<file path="config.mk">
export PLATFORM = sky130hd
export DESIGN_NAME = pwm_reload_timer
export DESIGN_NICKNAME = d
export VERILOG_FILES = /design/src/rtl/pwmt_pkg.sv /design/src/rtl/pwmt_regs.sv /design/src/rtl/pwmt_core.sv /design/src/rtl/pwmt_irq.sv /design/src/rtl/pwm_reload_timer.sv
export SDC_FILE = /design/constraint.sdc
export NUM_CORES = 1
export LEC_CHECK = 0
export BUFFER_PORTS_ARGS = -buffer_cell sky130_fd_sc_hd__buf_2
export CAP_MARGIN = 30
export CORE_MARGIN = 2
export CORE_UTILIZATION = 64
export DETAILED_ROUTE_END_ITERATION = 8
export GPL_ROUTABILITY_DRIVEN = 0
export PLACE_DENSITY = 0.86
export SLEW_MARGIN = 20
export SYNTH_ARGS = -nofsm -noshare
export SYNTH_HDL_FRONTEND = slang
export SYNTH_HIERARCHICAL = 1
export SYNTH_SLANG_ARGS = --single-unit
</file>
<file path="constraint.sdc">
create_clock -name clk -period 4.6 [get_ports clk]
set_input_delay 0.46 -clock clk [delete_from_list [all_inputs] [get_ports clk]]
set_output_delay 0.46 -clock clk [all_outputs]
set_load 0.02 [all_outputs]
</file>
<file path="src/rtl/pwmt_pkg.sv">
// Package: shared register offsets and the control register layout for
// the dual-reload PWM timer. Assumes byte addressing on 32-bit registers.
package pwmt_pkg;
    localparam int OFF_LOW   = 'h00;
    localparam int OFF_HIGH  = 'h04;
    localparam int OFF_CTRL  = 'h08;
    localparam int OFF_COUNT = 'h0C;
    localparam int OFF_ACK   = 'h10;
    localparam int OFF_FLAG  = 'h14;
    localparam int CTRL_W    = 4;

    // Control fields, bit 0 at the bottom.
    typedef struct packed {
        logic pwm;   // bit 3
        logic mask;  // bit 2
        logic user;  // bit 1
        logic en;    // bit 0
    } ctrl_t;
endpackage

</file>
<file path="src/rtl/pwmt_regs.sv">
// Register file: holds both reload values and the control bits. It decodes
// bus writes, produces the start pulse and the acknowledge pulse, and
// registers the read data. Assumes rd_en and wr_en are never high together.
module pwmt_regs #(
    parameter int CNT_W  = 32,
    parameter int ADDR_W = 5
) (
    input  logic                  clk,
    input  logic                  rst_n,
    input  logic                  wr_en,
    input  logic                  rd_en,
    input  logic [ADDR_W-1:0]     addr,
    input  logic [CNT_W-1:0]      wdata,
    input  logic [CNT_W-1:0]      count_i,
    input  logic                  flag_i,
    output logic [CNT_W-1:0]      rdata,
    output logic [CNT_W-1:0]      low_q,
    output logic [CNT_W-1:0]      high_q,
    output pwmt_pkg::ctrl_t       ctrl_q,
    output logic                  start_o,
    output logic                  ack_o
);
    import pwmt_pkg::*;

    localparam int PAD_W = CNT_W - CTRL_W;

    logic sel_low, sel_high, sel_ctrl, sel_count, sel_ack, sel_flag;
    logic [CNT_W-1:0] rd_mux;

    // Address decode for each register.
    always_comb begin
        sel_low   = (addr == ADDR_W'(OFF_LOW));
        sel_high  = (addr == ADDR_W'(OFF_HIGH));
        sel_ctrl  = (addr == ADDR_W'(OFF_CTRL));
        sel_count = (addr == ADDR_W'(OFF_COUNT));
        sel_ack   = (addr == ADDR_W'(OFF_ACK));
        sel_flag  = (addr == ADDR_W'(OFF_FLAG));
    end

    // Start when a control write raises enable from the disabled state.
    assign start_o = wr_en && sel_ctrl && wdata[0] && !ctrl_q.en;
    // Acknowledge pulse on a read of the clearing address.
    assign ack_o   = rd_en && sel_ack;

    // Reload and control register storage.
    always_ff @(posedge clk) begin
        if (!rst_n) begin
            low_q  <= '0;
            high_q <= '0;
            ctrl_q <= '0;
        end else if (wr_en) begin
            if (sel_low)  low_q  <= wdata;
            if (sel_high) high_q <= wdata;
            if (sel_ctrl) ctrl_q <= ctrl_t'(wdata[CTRL_W-1:0]);
        end
    end

    // Read data select.
    always_comb begin
        rd_mux = '0;
        if (sel_low)                rd_mux = low_q;
        if (sel_high)               rd_mux = high_q;
        if (sel_ctrl)               rd_mux = {{PAD_W{1'b0}}, ctrl_q};
        if (sel_count)              rd_mux = count_i;
        if (sel_ack || sel_flag)    rd_mux = {{(CNT_W-1){1'b0}}, flag_i};
    end

    // Registered read data, held until the next read.
    always_ff @(posedge clk) begin
        if (!rst_n)     rdata <= '0;
        else if (rd_en) rdata <= rd_mux;
    end

    // a control write is reflected in the control bits on the next cycle.
    a_r10_ctrl_write: assert property (@(posedge clk) disable iff (!rst_n)
        (wr_en && sel_ctrl) |=> (ctrl_q == ctrl_t'($past(wdata[CTRL_W-1:0]))));
endmodule

</file>
<file path="src/rtl/pwmt_core.sv">
// Counter core: the down-counter and the phase state. On a start pulse it
// loads the low value. While enabled it counts down, and at zero it reloads
// according to the mode: alternating low and high in PWM user mode, low
// only in plain user mode, or wrapping to all ones in free mode.
// Assumes start_i is only high while en_i is low.
module pwmt_core #(
    parameter int CNT_W = 32
) (
    input  logic             clk,
    input  logic             rst_n,
    input  logic             en_i,
    input  logic             user_i,
    input  logic             pwm_i,
    input  logic             start_i,
    input  logic [CNT_W-1:0] low_i,
    input  logic [CNT_W-1:0] high_i,
    output logic [CNT_W-1:0] count_q,
    output logic             expiry_o,
    output logic             pwm_o
);
    localparam logic [CNT_W-1:0] ALL_ONES = '1;

    logic phase_hi_q;
    logic at_zero;

    assign at_zero  = (count_q == '0);
    assign expiry_o = en_i && at_zero;
    assign pwm_o    = en_i && pwm_i && phase_hi_q;

    // Count and phase update: start load, reload at zero, or decrement.
    always_ff @(posedge clk) begin
        if (!rst_n) begin
            count_q    <= '0;
            phase_hi_q <= 1'b0;
        end else if (start_i) begin
            count_q    <= low_i;
            phase_hi_q <= 1'b0;
        end else if (en_i) begin
            if (at_zero) begin
                if (!user_i) begin
                    count_q    <= ALL_ONES;
                    phase_hi_q <= 1'b0;
                end else if (pwm_i && !phase_hi_q) begin
                    count_q    <= high_i;
                    phase_hi_q <= 1'b1;
                end else begin
                    count_q    <= low_i;
                    phase_hi_q <= 1'b0;
                end
            end else begin
                count_q <= count_q - 1'b1;
            end
        end
    end

    // a start loads the low value and enters the low phase.
    a_r2_start_loads: assert property (@(posedge clk) disable iff (!rst_n)
        start_i |=> (count_q == $past(low_i)) && !phase_hi_q);
    // a running, non-zero count decrements by one.
    a_r4_decrement: assert property (@(posedge clk) disable iff (!rst_n)
        (en_i && !start_i && !at_zero) |=> (count_q == $past(count_q) - 1'b1));
    // a disabled channel keeps its count.
    a_r5_frozen: assert property (@(posedge clk) disable iff (!rst_n)
        (!en_i && !start_i) |=> $stable(count_q));
    // free mode wraps zero to all ones.
    a_r6_wrap: assert property (@(posedge clk) disable iff (!rst_n)
        (en_i && !user_i && at_zero) |=> (count_q == ALL_ONES));
    // PWM user mode switches phase at each expiry.
    a_r3_toggle: assert property (@(posedge clk) disable iff (!rst_n)
        (en_i && user_i && pwm_i && at_zero) |=> (phase_hi_q != $past(phase_hi_q)));
endmodule

</file>
<file path="src/rtl/pwmt_irq.sv">
// Interrupt flag: set by an unmasked expiry and cleared by an acknowledge
// read. Setting wins over clearing in the same cycle.
module pwmt_irq (
    input  logic clk,
    input  logic rst_n,
    input  logic expiry_i,
    input  logic mask_i,
    input  logic ack_i,
    output logic flag_q
);
    logic set_w;
    assign set_w = expiry_i && !mask_i;

    // Flag storage with priority to setting.
    always_ff @(posedge clk) begin
        if (!rst_n)     flag_q <= 1'b0;
        else if (set_w) flag_q <= 1'b1;
        else if (ack_i) flag_q <= 1'b0;
    end

    // an unmasked expiry sets the flag.
    a_r8_set: assert property (@(posedge clk) disable iff (!rst_n)
        (expiry_i && !mask_i) |=> flag_q);
    // while masked, the flag is untouched unless acknowledged.
    a_r8_masked_hold: assert property (@(posedge clk) disable iff (!rst_n)
        (mask_i && !ack_i) |=> $stable(flag_q));
    // an acknowledge with no set clears the flag.
    a_r9_ack_clears: assert property (@(posedge clk) disable iff (!rst_n)
        (ack_i && !(expiry_i && !mask_i)) |=> !flag_q);
endmodule

</file>
<file path="src/rtl/pwm_reload_timer.sv">
// Top level of the dual-reload PWM timer channel. It connects the register
// file, the counter core and the interrupt flag. Assumes a single clock and
// a synchronous active-low reset.
module pwm_reload_timer #(
    parameter int CNT_W  = 32,
    parameter int ADDR_W = 5
) (
    input  logic              clk,
    input  logic              rst_n,
    input  logic              wr_en,
    input  logic              rd_en,
    input  logic [ADDR_W-1:0] addr,
    input  logic [CNT_W-1:0]  wdata,
    output logic [CNT_W-1:0]  rdata,
    output logic              pwm_out,
    output logic              irq_o
);
    import pwmt_pkg::*;

    logic [CNT_W-1:0] low_w, high_w, count_w;
    ctrl_t            ctrl_w;
    logic             start_w, ack_w, expiry_w, flag_w;

    pwmt_regs #(.CNT_W(CNT_W), .ADDR_W(ADDR_W)) u_regs (
        .clk(clk), .rst_n(rst_n), .wr_en(wr_en), .rd_en(rd_en),
        .addr(addr), .wdata(wdata), .count_i(count_w), .flag_i(flag_w),
        .rdata(rdata), .low_q(low_w), .high_q(high_w), .ctrl_q(ctrl_w),
        .start_o(start_w), .ack_o(ack_w)
    );

    pwmt_core #(.CNT_W(CNT_W)) u_core (
        .clk(clk), .rst_n(rst_n), .en_i(ctrl_w.en), .user_i(ctrl_w.user),
        .pwm_i(ctrl_w.pwm), .start_i(start_w), .low_i(low_w),
        .high_i(high_w), .count_q(count_w), .expiry_o(expiry_w),
        .pwm_o(pwm_out)
    );

    pwmt_irq u_irq (
        .clk(clk), .rst_n(rst_n), .expiry_i(expiry_w), .mask_i(ctrl_w.mask),
        .ack_i(ack_w), .flag_q(flag_w)
    );

    assign irq_o = flag_w;

    // out of reset both outputs are low.
    a_r1_reset_quiet: assert property (@(posedge clk)
        !rst_n |=> (!pwm_out && !irq_o && rdata == '0));
endmodule

</file>
==> out/metrics.cfg, run 1 <==
[outcome]
status=finished, final reports clean

[cts]
htreeDepth=4
clkLatencyLatePin_ns=0.43
cts_hold_buf=0
cts_setup_buffers=0
post_cts_resized=0
cts_sinks=134
cts_tree=yes
cts_root_buf=clkbuf_16
cts-buffers-inserted=17
cts_buffer_depth=2
path_clk_slew_ns=0.06

[floorplan]
dieArea_um2=12220
io_pins=75
initial_core_util_pct=66.42
core_um2=10940
die_w_um=110.5
rows=38
die_h_um=110.5

[cells_and_area]
diodes=0
layout.cells.non_filler=1099
fin_nets=989
final_util_pct=75.40
drive_gt1_share_pct=14.18
area_growth_pct=13.52

[synthesis]
yosysWarnings=6
synth_area_um2=7263
synth_top_area_share_pct=36.93
yosysTopAreaCell=dfxtp_1
avgSynthCellArea_um2=7.982
ys_types=62
synth-edff-count=0
ys_seq_elements=134
synthCells=910
ys_seq_area_share_pct=36.93
synthTopCellsByArea=dfxtp_1, nand2_1, a21boi_0
synth-main-ff-cell=dfxtp_1
syn_nets=953
async_flop_share_pct=0

[sta]
fmax_mhz=321.4
report.final.hold_viol_count=0
tightest_slew_ns=0.8774
rsz0062_at_grt=false
report.final.slew_viol_count=0
finalSetupViolations=0
fin_crit_sh_pct=67.64
worst_slack_ns=1.489
slew_headroom_pct=41.50
fin_tns_setup_ns=0
fin_crit_ns=3.111
clock-skew-final_ns=0.006242

[power_and_ir_drop]
p_switching_uw=694.9
pwr-share-comb_pct=10.0
finalPower_mw=2.883
sequentialPowerShare_pct=41.0
p_int_mw=2.188
p_leak_nw=3.034
powerDensity_nw_per_um2=349.7
clock_power_share_pct=49.0
switching_share_pct=24.10
ir_drop_v=0.0002823

[place]
dp_slack_ns=1.176
dp_hpwl_um=12640
place_inst=1066
port_buffers=74

[critical_path]
max_stage_delay_ns=0.69
critPathRequiredTime_ns=4.93
path_max_fanout=28
timing.rr.start=u_core/count_q[0]$_SDFFE_PN0P_
cp_num_buf_inv=2
worstRegToRegCells=8
r2r-end=u_core/count_q[22]$_SDFFE_PN0P_
crit_slowest_cell=clkinv_1
rrSetupSlack_ns=1.81
worst_path_dominant_cell_family=simple AND/OR/NAND/NOR gates
critPathArrivalTime_ns=3.44
critPathKind=in -> reg
crit_path_start_kind=input port
end_kind=flip-flop
worstPathCellList=buf_2, nor4b_2, nand3b_1, nor3b_2, clkinv_1, nand2_1, a2111oi_0, nor4_1

[min_path]
hold_depth=3
min-delay-start=wdata[29]
min_to=u_regs/low_q[29]$_SDFFE_PN0P_
hold_class=in -> reg

[global_route]
grt_pass1_vias=6763
grt_overflow_total=0
antenna_found_initial=0
gr-usage-all-layers_pct=32.85
grt_max_degree=61
grt_pass1_wl_um=33330

[drt]
wl_met3_um=1851
drt-pass1-iter-count=7
met1_length_um=8213
drc=0
dr_wl_met2_um=9351
dr.first_iter.drc_count=774
topRoutingLayerUsed=met4
wirelength_um=20040
num_vias=7115
via_per_inst=6.474
avgRoutedWirePerCell_um=18.24
drtAntennaViolNets=0

[run]
drv_cap=0

==> layout make-up <==
type                    instances  area [µm²]
clock buffers                  25       495.5
fillers                       818        2690
well taps                     140       175.2
repair buffers                 93       524.3
clock inverters                 7       117.6
flip-flops and latches        134        2683
inverters                       7       26.28
multi-input cells             693        4224
==> synth_stat cells (all sizes together) (3+ instances only) <==
cell type / count
clkbuf: 51
nand4: 25
and3: 11
a31oi: 7
o221ai: 3
a2111oi: 3
or4: 4
xnor2: 10
nand2b: 32
dfxtp: 134
nand2: 193
nor4: 15
o211ai: 13
nor3: 16
a2bb2oi: 28
a32o: 3
buf: 25
nor2: 27
a21oi: 52
o2bb2ai: 3
nor4b: 4
mux2i: 36
and2: 3
inv: 6
or3: 14
nand3: 24
a21boi: 95
o21ai: 24
xor2: 6
nor2b: 6
a211oi: 3
o31ai: 3
o22ai: 3
nor3b: 4
o2111ai: 3
==> stage by stage <==
| stage | instance area (µm²) | hold slack (ns) |
|---|---|---|
| global route | 8245 | 0.2763 |
| detailed placement | 7621 | 0.4511 |
| floorplan | 7263 | 0.4479 |
| global placement | 7606 | 0.4521 |
| CTS | 8234 | 0.2672 |
| finish | 8245 | 0.2743 |
==> worst register-to-register path, cell delays in order, from the launching register on <==
cell and delay, ns:
dfxtp_1 0.37, inv_1 0.11, ha_1 0.17, nor3b_2 0.60, nand4_1 0.39, or3_1 0.47, or3_1 0.33, a21oi_1 0.15
a21oi_1 0.08
==> cell families (layout without fill, tap and decap cells) <==
group | Yosys count | in the layout | share of synthesized area [%]
AO/OA/AOI/OAI | 251 | 251 | 24.15
AND/OR/NAND/NOR | 386 | 386 | 26.24
XOR/XNOR | 16 | 16 | 1.929
adder cells (fa/ha/maj) | 2 | 2 | 0.3445
flip-flops | 134 | 134 | 36.93
multiplexers | 38 | 38 | 5.271
buffers and inverters | 83 | 132 | 5.133
==> how the worst max path moves through the flow <==
stage	start	to	slack [ns]	cells after the start
6_report	addr[4]	u_core/count_q[31]$_SDFFE_PN0P_	1.49	8
5_1_grt	addr[4]	u_core/count_q[9]$_SDFFE_PN0P_	1.31	9
4_1_cts	addr[4]	u_core/count_q[31]$_SDFFE_PN0P_	1.59	8
3_5_place_dp	addr[4]	u_core/count_q[31]$_SDFFE_PN0P_	1.18	8
3_3_place_gp	addr[4]	u_core/count_q[31]$_SDFFE_PN0P_	1.29	8
2_1_floorplan	addr[3]	u_core/count_q[11]$_SDFFE_PN0P_	2.08	9
==> registers in the layout, summed over array words and instances, names as in the netlist <==
signal and count:
u_irq/flag_q 1, u_regs/rdata 32, u_core/count_q 32, u_regs/low_q 32, u_regs/high_q 32, u_core/phase_hi_q 1
u_regs/ctrl_q 4
==> power groups by stage <==
stage	clock, mW	sequential (mW)	combinational, mW
2_1_floorplan	0	1.20	0.211
3_3_place_gp	0	1.21	0.276
3_5_place_dp	0	1.21	0.278
4_1_cts	1.42	1.18	0.280
5_1_grt	1.48	1.18	0.312
6_report	1.41	1.18	0.289
==> per-layer routing <==
| layer | GRT usage [%] | up-vias |
|---|---|---|
| met2 | 52.76 | 394 |
| met5 | 0 | - |
| met3 | 7.245 | 59 |
| met1 | 42.49 | 3348 |
| li1 | - | 3314 |
| met4 | 14.50 | 0 |
==> placed cells by master, fill, tap and decap left out, types with 5 or more instances in the layout <==
cell       count
a21boi_0      51
a21boi_1      43
a21oi_1       52
a2bb2oi_1     28
a31oi_1        7
and3_1        11
buf_2         74
buf_4         17
clkbuf_16     17
dfxtp_1      134
inv_1          6
mux2i_1       36
nand2_1      193
nand2b_1      32
nand3_1       24
nand4_1       25
nor2_1        27
nor2b_1        5
nor3_1        16
nor4_1        12
o211ai_1      13
o21ai_0       24
or3_1         13
xnor2_1       10
xor2_1         6
Note: power is estimated with default switching activity, not from simulation.
==> run 2: changes to the inputs <==
--- a/config.mk
+++ b/config.mk
@@ -8,10 +8,10 @@
 export BUFFER_PORTS_ARGS = -buffer_cell sky130_fd_sc_hd__buf_2
 export CAP_MARGIN = 30
 export CORE_MARGIN = 2
-export CORE_UTILIZATION = 64
+export CORE_UTILIZATION = 54
 export DETAILED_ROUTE_END_ITERATION = 8
 export GPL_ROUTABILITY_DRIVEN = 0
-export PLACE_DENSITY = 0.86
+export PLACE_DENSITY = 0.77
 export SLEW_MARGIN = 20
 export SYNTH_ARGS = -nofsm -noshare
 export SYNTH_HDL_FRONTEND = slang
==> constraint.sdc (replaced) <==
create_clock -name clk -period 2.8 [get_ports clk]
set_input_delay 0.28 -clock clk [delete_from_list [all_inputs] [get_ports clk]]
set_output_delay 0.28 -clock clk [all_outputs]
set_load 0.02 [all_outputs]
==> run 2 against run 1 <==
  * Final cell count increased by 4.9%
  * Clock-buffer cell count decreased by 3
  * Non-clock buffer count increased by 19
  * Sequential share of layout area decreased by 0.73 points
  * Largest cell class unchanged
  * Global-route usage decreased by 3.7 points
  * Power increased by 66%
  * Clock power increased by 66%
  * Register-to-register slack got worse by 1.5 ns
  * Die area increased by 18%
  * Core utilization decreased by 11 points
==> out/metrics.cfg, run 2 (same netlist as run 1, synthesis figures left out) <==
[outcome]
status=finished, final reports clean

[sta]
fin_crit_sh_pct=88.75
finalSetupViolations=0  ; unchanged
tightest_slew_ns=0.5794  ; -0.2980 ns
report.final.slew_viol_count=0  ; unchanged
fmax_mhz=402.4
slew_headroom_pct=61.07  ; +20 points
clock-skew-final_ns=0.008143  ; +0.001901 ns
rsz0062_at_grt=false
fin_tns_setup_ns=0  ; unchanged
report.final.hold_viol_count=0  ; unchanged
fin_crit_ns=2.485

[cts]
clkLatencyLatePin_ns=0.43  ; about the same
cts_tree=yes
cts_hold_buf=0  ; unchanged
post_cts_resized=0  ; unchanged
cts_sinks=134  ; unchanged
htreeDepth=4  ; unchanged
cts_setup_buffers=0  ; unchanged
cts_root_buf=clkbuf_16
cts-buffers-inserted=17  ; unchanged
path_clk_slew_ns=0.06  ; about the same
cts_buffer_depth=2  ; unchanged

[global_route]
use_met3_pct=7.034  ; -0.21 points
antenna_found_initial=0  ; unchanged
grt_busiest_layer=met2
grt_overflow_total=0  ; unchanged
grt_max_degree=43  ; -30%
grt_util_met2_pct=48.08  ; -4.7 points
use_met1_pct=37.28  ; -5.2 points
gr-usage-all-layers_pct=29.16  ; -3.7 points
grt_pass1_wl_um=33770  ; +1.3%
grt_pass1_vias=6699  ; -0.95%

[critical_path]
crit_path_start_kind=flip-flop
critPathArrivalTime_ns=2.79  ; -0.65 ns
path_max_fanout=34  ; +21%
critPathRequiredTime_ns=3.10  ; -1.83 ns
rrSetupSlack_ns=0.31  ; -1.50 ns
critPathKind=reg -> reg
end_kind=flip-flop
crit_start=u_core/count_q[11]$_SDFFE_PN0P_
timing.rr.start=u_core/count_q[11]$_SDFFE_PN0P_

[floorplan]
rows=42  ; +11%
die_h_um=120.0  ; +8.5%
io_pins=75  ; unchanged
core_um2=13190  ; +21%
dieArea_um2=14390  ; +18%
die_w_um=120.0  ; +8.5%
initial_core_util_pct=55.07  ; -11 points

[min_path]
min-delay-start=wdata[4]
hold_class=in -> reg

[power_and_ir_drop]
p_leak_nw=3.131  ; +3.2%
ir_drop_v=0.0005726  ; +100%
finalPower_mw=4.791  ; +66%
powerDensity_nw_per_um2=567.9  ; +62%

[cells_and_area]
drive_gt1_share_pct=15.86  ; +1.7 points
final_common_cell=nand2_1
final_cell_mix=nand2_1, dfxtp_1, buf_2
fin_nets=1008  ; +1.9%
multiInputGateArea_um2=4224  ; unchanged
fill_cells=1120  ; +37%
area_growth_pct=16.14
regArea_um2=2683  ; unchanged
diodes=0  ; unchanged

[run]
drv_cap=0  ; unchanged

[drt]
num_vias=6994  ; -1.7%
avgRoutedWirePerCell_um=17.87  ; -2.0%
drtAntennaViolNets=0  ; unchanged
wirelength_um=20610  ; +2.8%
drc=0  ; unchanged
via_per_inst=6.066  ; -6.3%
drt-pass1-iter-count=7  ; unchanged
dr.first_iter.drc_count=740  ; -4.4%

[place]
port_buffers=74  ; unchanged
dp_hpwl_um=13440  ; +6.3%

==> run 2: changes by cell type in the layout (fill, tap and decap cells not counted), sizes merged <==
cell      delta
buf         +19
clkbuf       -3
clkinv       +2
bufinv       +1
clkinvlp     -1
==> run 2: where the power goes <==
part           internal, mW  switching (mW)  leakage, nW
sequential             1.92          0.0192         1.08
clock                  1.53           0.818        0.296
combinational         0.205           0.300         1.76
total                  3.65            1.14         3.13
==> run 2: worst max-delay path, cell delays in order, from the launching register on <==
cell       delay [ns]
dfxtp_1          0.38
or4_1            0.58
nor4_2           0.27
and3_1           0.31
buf_12           0.22
nor3_1           0.06
a2111oi_0        0.44
nor2_1           0.09
==> run 2: metrics by stage <==
stage / hold WS, ns / setup slack [ns] / instance area (µm²) / utilization, % / std cells
floorplan: 0.4148 / 0.4572 / 7263 / - / 910
global placement: 0.4553 / 0.4374 / 7821 / 59.30 / 1122
detailed placement: 0.4584 / 0.3680 / 7821 / 59.30 / 1122
CTS: 0.08919 / 0.3881 / 8436 / 63.95 / 1153
global route: 0.1002 / 0.2223 / 8436 / 63.95 / 1153
finish: 0.09798 / 0.3149 / 8436 / 63.95 / 1153
==> run 2: final timing paths <==
path                                                       end  cells past startpoint
worst min-delay path              u_regs/low_q[4]$_SDFFE_PN0P_                      3
worst max-delay path            u_core/count_q[0]$_SDFFE_PN0P_                      7
worst min register to register   u_regs/rdata[29]$_SDFFE_PN0P_                      2
worst max register to register  u_core/count_q[0]$_SDFFE_PN0P_                      7
==> run 2: per-layer routing <==
| layer | vias up | routed length, µm |
|---|---|---|
| met2 | 345 | 9734 |
| met3 | 45 | 1634 |
| li1 | 3361 | - |
| met1 | 3243 | 8864 |
| met4 | 0 | 371 |
| met5 | - | 0 |
==> run 2: layout make-up <==
type | instances | share of cell area [%]
clock inverters | 9 | 1.780
inverters | 7 | 0.3115
multi-input cells | 693 | 50.07
repair buffers | 112 | 7.921
clock buffers | 22 | 5.503
flip-flops and latches | 134 | 31.80
well taps | 176 | 2.610
